$ cat src/rtl/blk_xfer_pkg.sv
package blk_xfer_pkg;
  localparam int NREG  = 16;
  localparam int REG_W = $clog2(NREG);
  localparam int CNT_W = $clog2(NREG) + 1;

  typedef struct packed {
    logic              is_blk;
    logic              pre;
    logic              up;
    logic              usr;
    logic              wb;
    logic              load;
    logic [REG_W-1:0]  rn;
    logic [NREG-1:0]   mask;
  } blk_fields_t;
endpackage

$ cat src/rtl/blk_xfer_decode.sv
module blk_xfer_decode
  import blk_xfer_pkg::*;
(
  input  logic [31:0]      instr,
  output blk_fields_t      fld,
  output logic [CNT_W-1:0] count
);
  always_comb begin
    fld.is_blk = (instr[27:25] == 3'b100);
    fld.pre    = instr[24];
    fld.up     = instr[23];
    fld.usr    = instr[22];
    fld.wb     = instr[21];
    fld.load   = instr[20];
    fld.rn     = instr[19:16];
    fld.mask   = instr[NREG-1:0];
  end

  always_comb begin
    count = '0;
    for (int i = 0; i < NREG; i++)
      count = count + CNT_W'(instr[i]);
  end
endmodule

$ cat src/rtl/blk_xfer_lowest.sv
module blk_xfer_lowest #(
  parameter int N = 16,
  localparam int IW = $clog2(N)
) (
  input  logic [N-1:0]  vec,
  output logic [IW-1:0] idx
);
  always_comb begin
    idx = '0;
    for (int i = N - 1; i >= 0; i--)
      if (vec[i]) idx = IW'(i);
  end
endmodule

$ cat src/rtl/blk_xfer_seq.sv
module blk_xfer_seq
  import blk_xfer_pkg::*;
#(
  parameter int ADDR_W = 32
) (
  input  logic              clk,
  input  logic              rst,
  input  logic              start,
  input  logic [31:0]       instr,
  input  logic [ADDR_W-1:0] base_val,
  input  logic [ADDR_W-1:0] instr_addr,
  input  logic              cond_pass,
  input  logic              xfer_rdy,
  output logic              busy,
  output logic              xfer_valid,
  output logic [REG_W-1:0]  xfer_reg,
  output logic [ADDR_W-1:0] xfer_addr,
  output logic              xfer_load,
  output logic              xfer_user,
  output logic              xfer_pc_store,
  output logic [ADDR_W-1:0] pc_data,
  output logic              done,
  output logic              wb_en,
  output logic [REG_W-1:0]  wb_reg,
  output logic [ADDR_W-1:0] wb_val,
  output logic              err_empty
);
  localparam logic [ADDR_W-1:0] WORD = ADDR_W'(4);
  localparam logic [ADDR_W-1:0] PC_OFS = ADDR_W'(12);
  localparam logic [REG_W-1:0]  PC_IDX = REG_W'(NREG - 1);

  blk_fields_t      fld;
  logic [CNT_W-1:0] cnt;
  logic [NREG-1:0]  mask_rem, nxt_mask;
  logic [REG_W-1:0] first_idx, nxt_idx;
  logic [ADDR_W-1:0] span, start_addr, wb_calc;
  logic              wb_pend;

  blk_xfer_decode u_dec (.instr(instr), .fld(fld), .count(cnt));
  blk_xfer_lowest #(.N(NREG)) u_first (.vec(fld.mask), .idx(first_idx));
  blk_xfer_lowest #(.N(NREG)) u_next  (.vec(nxt_mask), .idx(nxt_idx));

  assign nxt_mask = mask_rem & (mask_rem - NREG'(1));
  assign span     = ADDR_W'(cnt) << 2;
  assign wb_calc  = fld.up ? base_val + span : base_val - span;

  always_comb begin
    unique case ({fld.pre, fld.up})
      2'b01:   start_addr = base_val;
      2'b11:   start_addr = base_val + WORD;
      2'b00:   start_addr = base_val - span + WORD;
      default: start_addr = base_val - span;
    endcase
  end

  always_ff @(posedge clk) begin
    if (rst) begin
      busy       <= 1'b0;
      xfer_valid <= 1'b0;
      xfer_reg   <= '0;
      xfer_addr  <= '0;
      xfer_load  <= 1'b0;
      xfer_user  <= 1'b0;
      pc_data    <= '0;
      done       <= 1'b0;
      wb_en      <= 1'b0;
      wb_reg     <= '0;
      wb_val     <= '0;
      err_empty  <= 1'b0;
      mask_rem   <= '0;
      wb_pend    <= 1'b0;
    end else begin
      done      <= 1'b0;
      wb_en     <= 1'b0;
      err_empty <= 1'b0;
      if (!busy) begin
        if (start && fld.is_blk) begin
          if (!cond_pass || fld.mask == '0) begin
            done      <= 1'b1;
            err_empty <= cond_pass;
          end else begin
            busy       <= 1'b1;
            xfer_valid <= 1'b1;
            mask_rem   <= fld.mask;
            xfer_reg   <= first_idx;
            xfer_addr  <= start_addr;
            xfer_load  <= fld.load;
            xfer_user  <= fld.usr;
            wb_pend    <= fld.wb;
            wb_reg     <= fld.rn;
            wb_val     <= wb_calc;
            pc_data    <= instr_addr + PC_OFS;
          end
        end
      end else if (xfer_valid && xfer_rdy) begin
        mask_rem <= nxt_mask;
        if (nxt_mask == '0) begin
          busy       <= 1'b0;
          xfer_valid <= 1'b0;
          done       <= 1'b1;
          wb_en      <= wb_pend;
        end else begin
          xfer_reg  <= nxt_idx;
          xfer_addr <= xfer_addr + WORD;
        end
      end
    end
  end

  assign xfer_pc_store = xfer_valid && !xfer_load && (xfer_reg == PC_IDX);

  // indices strictly ascend across accepted transfers
  p_reg_ascend_r2: assert property (@(posedge clk) disable iff (rst)
    (xfer_valid && xfer_rdy) |=> (!xfer_valid || (xfer_reg > $past(xfer_reg))));
  // next address is one word above the previous
  p_addr_step_r3: assert property (@(posedge clk) disable iff (rst)
    (xfer_valid && xfer_rdy) |=> (!xfer_valid || (xfer_addr == $past(xfer_addr) + WORD)));
  // stalled transfer holds
  p_stall_hold_r5: assert property (@(posedge clk) disable iff (rst)
    (xfer_valid && !xfer_rdy) |=> (xfer_valid && $stable(xfer_reg) && $stable(xfer_addr)));
  // done is a single-cycle pulse with sequencer idle
  p_done_pulse_r6: assert property (@(posedge clk) disable iff (rst)
    done |=> !done);
  p_done_idle_r6: assert property (@(posedge clk) disable iff (rst)
    done |-> (!busy && !xfer_valid));
  // write-back strobe only alongside done
  p_wb_with_done_r7: assert property (@(posedge clk) disable iff (rst)
    wb_en |-> done);
  // empty-mask report only alongside done, never with write-back
  p_empty_flag_r8: assert property (@(posedge clk) disable iff (rst)
    err_empty |-> (done && !wb_en));
endmodule

$ cat config.mk
export PLATFORM = sky130hd
export DESIGN_NAME = blk_xfer_seq
export DESIGN_NICKNAME = d
export VERILOG_FILES = /design/src/rtl/blk_xfer_pkg.sv /design/src/rtl/blk_xfer_decode.sv /design/src/rtl/blk_xfer_lowest.sv /design/src/rtl/blk_xfer_seq.sv
export SDC_FILE = /design/constraint.sdc
export NUM_CORES = 1
export LEC_CHECK = 0
export BUFFER_PORTS_ARGS = -buffer_cell sky130_fd_sc_hd__buf_4
export CORE_MARGIN = 2
export CORE_UTILIZATION = 55
export CTS_BUF_LIST = sky130_fd_sc_hd__clkbuf_8
export CTS_CLUSTER_SIZE = 30
export DETAILED_ROUTE_END_ITERATION = 8
export PLACE_DENSITY = 0.76
export SLEW_MARGIN = 10
export SYNTH_ARGS = -nofsm -noshare
export SYNTH_HDL_FRONTEND = slang
export SYNTH_SLANG_ARGS = --single-unit
$ cat constraint.sdc
create_clock -name clk -period 8.9 [get_ports clk]
set_input_delay 0.445 -clock clk [delete_from_list [all_inputs] [get_ports clk]]
set_output_delay 0.445 -clock clk [all_outputs]
set_load 0.1 [all_outputs]
# Word level (Yosys, flattened, before mapping)

Cells that the tools add are included.

Register bits after elaboration: 128
Bits of input ports: 101
Output and inout bits: 112
Logic and storage cells: 130

$add $sub $neg: 22
Eq/ne operators: 8
Muxes and demuxes: 63
Bitwise logic cells: 6
Reductions and logical operators: 17

Operators by type and width:

| operator                | number |
|---|---|
| $mux W32                | 6 |
| $mux W4                 | 37 |
| $add A32 B3 Y32 const B | 3 |
| $pmux W32 S3            | 1 |
| $add A5 B1 Y5           | 14 |
| $mux W16                | 4 |
| $add A32 B4 Y32 const B | 1 |
| $add A32 B7 Y32         | 1 |
| $logic_not A16 Y1       | 2 |
| $sub A32 B7 Y32         | 1 |
| $and A16 B16 Y16        | 1 |
| $sub A16 B1 Y16 const B | 1 |
| $mux W1                 | 15 |
| $reduce_and A4 Y1       | 2 |
| $reduce_or A4 Y1        | 2 |
| $reduce_and A3 Y1       | 2 |
| $not A1 Y1              | 5 |
| $eq A4 B4 Y1 const B    | 1 |
| $logic_and A1 B1 Y1     | 4 |
| $ne A2 B1 Y1 const B    | 2 |
| $ne A2 B2 Y1 const B    | 2 |
| $eq A3 B3 Y1 const B    | 1 |
| $add A1 B1 Y2           | 1 |
| $eq A2 B1 Y1 const B    | 1 |
| 5 further kinds         | 6 |

# Depth between registers and ports, before layout

Word-level depth: 21
Mapped depth: 27
Depth with buffers taken out: 26

# Modules after synthesis

Synthesis repeated with hierarchy kept, for this count alone.

Cells, all modules: 1531
Area, all modules: 10998.0 µm²

Modules (own cells, without submodules):

| module          | times used | cells each | area each (µm²) | seq. area each (µm²) |
|---|---|---|---|---|
| blk_xfer_seq    | 1          | 1391       | 9963.3          | 2562.5 |
| blk_xfer_decode | 1          | 78         | 676.9           | 0.0 |
| blk_xfer_lowest | 2          | 31         | 178.9           | 0.0 |

# Worst setup path before layout

OpenSTA, ideal clock, no wires.

Kind: in2reg
Start: input instr[0]
End: register xfer_addr[29]
Setup time: 120 ps
Arrival time: 6524 ps
Data required time: 8780 ps
Path slack: 2256 ps
Stages on the path: 21
Path buffers: 1
Cells stage by stage: inv_1 > ha_1 > inv_1 > fa_1 > fa_1 > fa_1 > fa_1 > fa_1 > fa_1 > inv_1 > fa_1 > or4_1 > a31oi_2 > nor4_1 > xor2_1 > nand4_1 > or3_1 > clkbuf_1 > nor4_1 > nor3b_1 > o31a_1

Longest elaborated chain between the ends: 21
Elaborated cells between the ends (all ways): 25
Those cells by class: 17 x add/sub; 1 x eq/ne; 4 x mux; 3 x reduce/logical

RTL lines:

| item                         | line                                   | text |
|---|---|---|
| from (decl)                  | blk_xfer_seq.sv:9                      | `input logic [31:0] instr,` |
| $add A1 B1 Y2                | blk_xfer_decode.sv:22                  | `count = count + CNT_W'(instr[i]);` |
| $add A5 B1 Y5 (14 in series) | blk_xfer_decode.sv:22                  |  |
| $sub A32 B7 Y32              | blk_xfer_seq.sv:51, blk_xfer_seq.sv:52 |  |
| $add A32 B3 Y32              | blk_xfer_seq.sv:51                     | `2'b00: start_addr = base_val - span + WORD;` |
| $pmux W32 S3                 | blk_xfer_seq.sv:48                     | `unique case ({fld.pre, fld.up})` |
| $mux W32                     | blk_xfer_seq.sv:78                     | `if (!cond_pass \|\| fld.mask == '0) begin` |
| $mux W32                     | blk_xfer_seq.sv:77                     | `if (start && fld.is_blk) begin` |
| $mux W32                     | blk_xfer_seq.sv:76                     | `if (!busy) begin` |
| to (signal assigned)         | blk_xfer_seq.sv:86                     | `xfer_addr <= start_addr;` |
| to (signal assigned)         | blk_xfer_seq.sv:104                    | `xfer_addr <= xfer_addr + WORD;` |
| to (decl)                    | blk_xfer_seq.sv:17                     | `output logic [ADDR_W-1:0] xfer_addr,` |

Several ways; a longest one is shown, not always the timed one. The select of a mux whose other input is x is not followed.
A chain may end at the register's enable or synchronous reset.

# Worst setup path after layout

Start: input instr[0]
End: register xfer_addr[21]

The elaborated chain is that of the path after synthesis.

==> results.py <==
metrics = {
    "run_status": {
        "status": "finished clean",
    },
    "timing": {
        "finalHoldViolations": 0,
        "maxSlewViolCount": 0,
        "relSlewSlack": 0.211,
        "max_freq_ghz": 0.143,
        "period_share": 0.787,
        "setup_viol": 0,
        "layout_setup_ws_ns": 1.90,
        "clock_skew_ns": 0.0207,
        "rsz0062_at_grt": "false",
        "period_needed_ns": 7.00,
        "tns_ns": 0,
        "tightestPinTransition_ns": 1.18,
    },
    "synthesis": {
        "synth_area_per_cell_um2": 7.08,
        "ys_seq_area_frac": 0.241,
        "ys_ff_latch": 128,
        "ys_async_sr_fraction": 0,
        "yosys_warnings": 0,
        "synth_area_leaders": "dfxtp_1, nand2_1, a21oi_1",
        "netlist.area_leader.share": 0.241,
        "synth_cells": 1502,
        "synth_flop_cell": "dfxtp_1",
        "synth_edf_count": 0,
        "syn-cell-area_um2": 10600,
        "ys_types": 90,
        "syn-num-nets": 1639,
        "synth_top_area_cell": "dfxtp_1",
    },
    "place": {
        "routabilityCongestion": 0.974,
        "portBuffers": 208,
        "dp_slack_ns": 1.51,
        "hpwl_um": 25400,
        "placed_area_um2": 12100,
    },
    "power_and_ir_drop": {
        "intPower_mw": 1.11,
        "power_frac_clock": 0.249,
        "power_frac_comb": 0.453,
        "p_per_area_nw_per_um2": 159,
        "pwr-share-seq": 0.298,
        "ir_drop_mv": 0.149,
        "p_sw_mw": 0.873,
        "leakagePower_nw": 4.70,
        "power.share.switching": 0.440,
    },
    "layout": {
        "drive_gt1_frac": 0.173,
        "postLayoutCellArea_um2": 12500,
        "top_regs": "pc_data x32, wb_val x32, xfer_addr x32",
        "nNetsFinal": 1759,
        "diodes": 0,
        "area_delta_synth_final_pct": 17.5,
        "n_fill_cell": 1732,
    },
    "die": {
        "die_area_um2": 20500,
        "ios": 213,
        "die_height_um": 143,
        "placementRows": 50,
        "coreArea_um2": 18800,
        "die_x_um": 143,
        "initial_core_util": 0.565,
    },
    "detailed_routing": {
        "drc": 0,
        "postRouteAntennaNets": 0,
        "dr.first_iter.drc_count": 1109,
        "drt-vias-per-instance": 6.19,
        "wl_per_cell_um": 18.4,
        "first_pass_iters": 7,
        "route.vias.total": 11700,
        "routed_wirelength_um": 34800,
    },
    "setup_path": {
        "max_stage_delay_ns": 0.53,
        "crit_type": "in2reg",
        "worstPathRequired_ns": 9.28,
        "critPathArrivalTime_ns": 7.38,
        "cp-start-kind": "primary input",
        "crit_fanout": 8,
        "worstReg2RegEnd": "xfer_addr[16]",
        "reg2reg_from": "busy",
        "end_kind": "register",
        "reg2regPathDepth": 11,
        "rrSetupSlack_ns": 4.24,
        "crit_slowest_cell": "fa_1",
        "cp_common_cell": "fa_1",
        "crit_path_cell_trace": "buf_4, inv_1, ha_1, inv_1, fa_1, fa_1, fa_1, fa_1, fa_1, fa_1, xnor2_1, ha_1, or4_1, a31oi_2, nor4_1, xor2_1, nand4_1, nor3_2, a21oi_1, o31a_1, nor4_2",
    },
    "grt": {
        "grt_max_degree": 89,
        "antenna_found_initial": 0,
        "grt_pass1_vias": 10600,
        "overflow": 0,
        "grt_util_all_layers": 0.336,
        "grt_pass1_wl_um": 55100,
    },
    "clocking": {
        "path_clk_slew_ns": 0.09,
        "clockBufferDepth": 2,
        "cts_tree": "done",
        "cts_buffers": 17,
        "post_cts_buffers": 0,
        "cts_resized": 0,
        "cts_sinks": 128,
        "clk_latency_ns": 0.47,
        "h-tree-depth": 4,
        "cts_root_buffer": "clkbuf_8",
        "hold_buffers": 0,
    },
    "hold_path": {
        "min_from": "instr_addr[2]",
        "hold-path-endpoint": "pc_data[2]",
        "worstHoldPathCells": 2,
        "worstHoldPathType": "in2reg",
    },
    "flow_run": {
        "drv_cap": 0,
    },
}
## critical path, delay by kind of cell
kind                     cells  cell delay (ns)
adder cells (fa/ha/maj)      8             3.41
buffers and inverters        3             0.24
AND/OR/NAND/NOR              5             1.66
XOR/XNOR                     2             0.70
AO/OA/AOI/OAI                3             0.93
## routing by layer
metal	global-route usage	part of all wire
met1	0.488	0.45
met3	0.0808	0.11
met2	0.489	0.42
met4	0.102	0.019
met5	0	0
## area by class of cell
class	count	area, um2	area share
tap	260	325	0.0260
sequential	128	2560	0.205
inverter	55	206	0.0165
timing repair buffer	216	1620	0.130
multi-input combinational	1204	7410	0.593
clock inverter	14	120	0.00961
clock buffer	18	248	0.0198
## logic make-up (layout without fill, tap and decap cells)
| family | Yosys count | after routing | synth area share |
|---|---|---|---|
| AO/OA/AOI/OAI | 411 | 411 | 0.246 |
| XOR/XNOR | 106 | 106 | 0.0880 |
| adder cells (fa/ha/maj) | 40 | 40 | 0.0546 |
| buffers and inverters | 170 | 303 | 0.0629 |
| flip-flops | 128 | 128 | 0.241 |
| multiplexers | 5 | 5 | 0.00482 |
| AND/OR/NAND/NOR | 642 | 642 | 0.303 |
## cell usage after synthesis, types with 17 or more instances
cell type  number
nand2_1       189
nor2_1        136
a21oi_1       134
dfxtp_1       128
clkbuf_1       94
o21ai_0        63
nand3_1        62
xnor2_1        58
inv_1          53
nor3_1         48
xor2_1         47
a211oi_1       44
nor4_1         31
nand4_1        30
and3_1         29
ha_1           24
o22ai_1        21
o21ai_1        20
a31oi_1        19
or3_1          17
## power groups by stage
| stage | combinational (mW) | clock, mW | sequential [mW] |
|---|---|---|---|
| 3_3_place_gp | 0.862 | 0 | 0.605 |
| 5_1_grt | 0.985 | 0.526 | 0.593 |
| 2_1_floorplan | 0.597 | 0 | 0.668 |
| 4_1_cts | 0.885 | 0.500 | 0.592 |
| 6_report | 0.898 | 0.495 | 0.592 |
| 3_5_place_dp | 0.880 | 0 | 0.605 |
## worst max path at each step
stage | depth (start not counted) | startpoint | slack (ns) | to
global placement | 21 | instr[0] | 1.60 | xfer_addr[31]
global route | 21 | instr[1] | 1.57 | xfer_addr[21]
CTS | 21 | instr[0] | 1.97 | xfer_addr[29]
detailed placement | 21 | instr[0] | 1.51 | xfer_addr[21]
finish | 21 | instr[0] | 1.90 | xfer_addr[21]
floorplan | 21 | instr[0] | 2.26 | xfer_addr[29]
## stage by stage
stage	std cells	hold WS [ns]	utilization	total power [mW]
after global placement	1863	0.439	0.644	1.47
after global routing	1895	0.160	0.664	2.10
after floorplan	1502	0.432	-	1.27
after detailed placement	1863	0.447	0.644	1.48
final	1895	0.176	0.664	1.98
after CTS	1895	0.160	0.664	1.98
## layout by cell type (no fill, tap or decap), types with 5 or more instances in the layout
cell type	count
inv_1	53
nor2b_1	12
and2_1	9
nand4_1	30
or4_1	7
dfxtp_1	127
nor2_1	136
ha_1	23
o22ai_1	21
and3_1	29
buf_4	216
nor4_2	6
or3_1	17
o211ai_1	8
a21o_1	13
o31ai_1	8
xnor2_1	58
o21ai_0	63
nand2b_1	12
a211oi_1	44
a22oi_1	15
nor3b_1	15
nor3_1	48
and4_1	12
xor2_1	47
a21oi_1	134
or2_2	5
fa_1	12
inv_6	5
clkbuf_8	18
nand2_1	188
nor4_1	31
a31oi_1	19
o21ai_1	20
nand3_1	62
No activity file was read; power rests on OpenSTA's default activity.
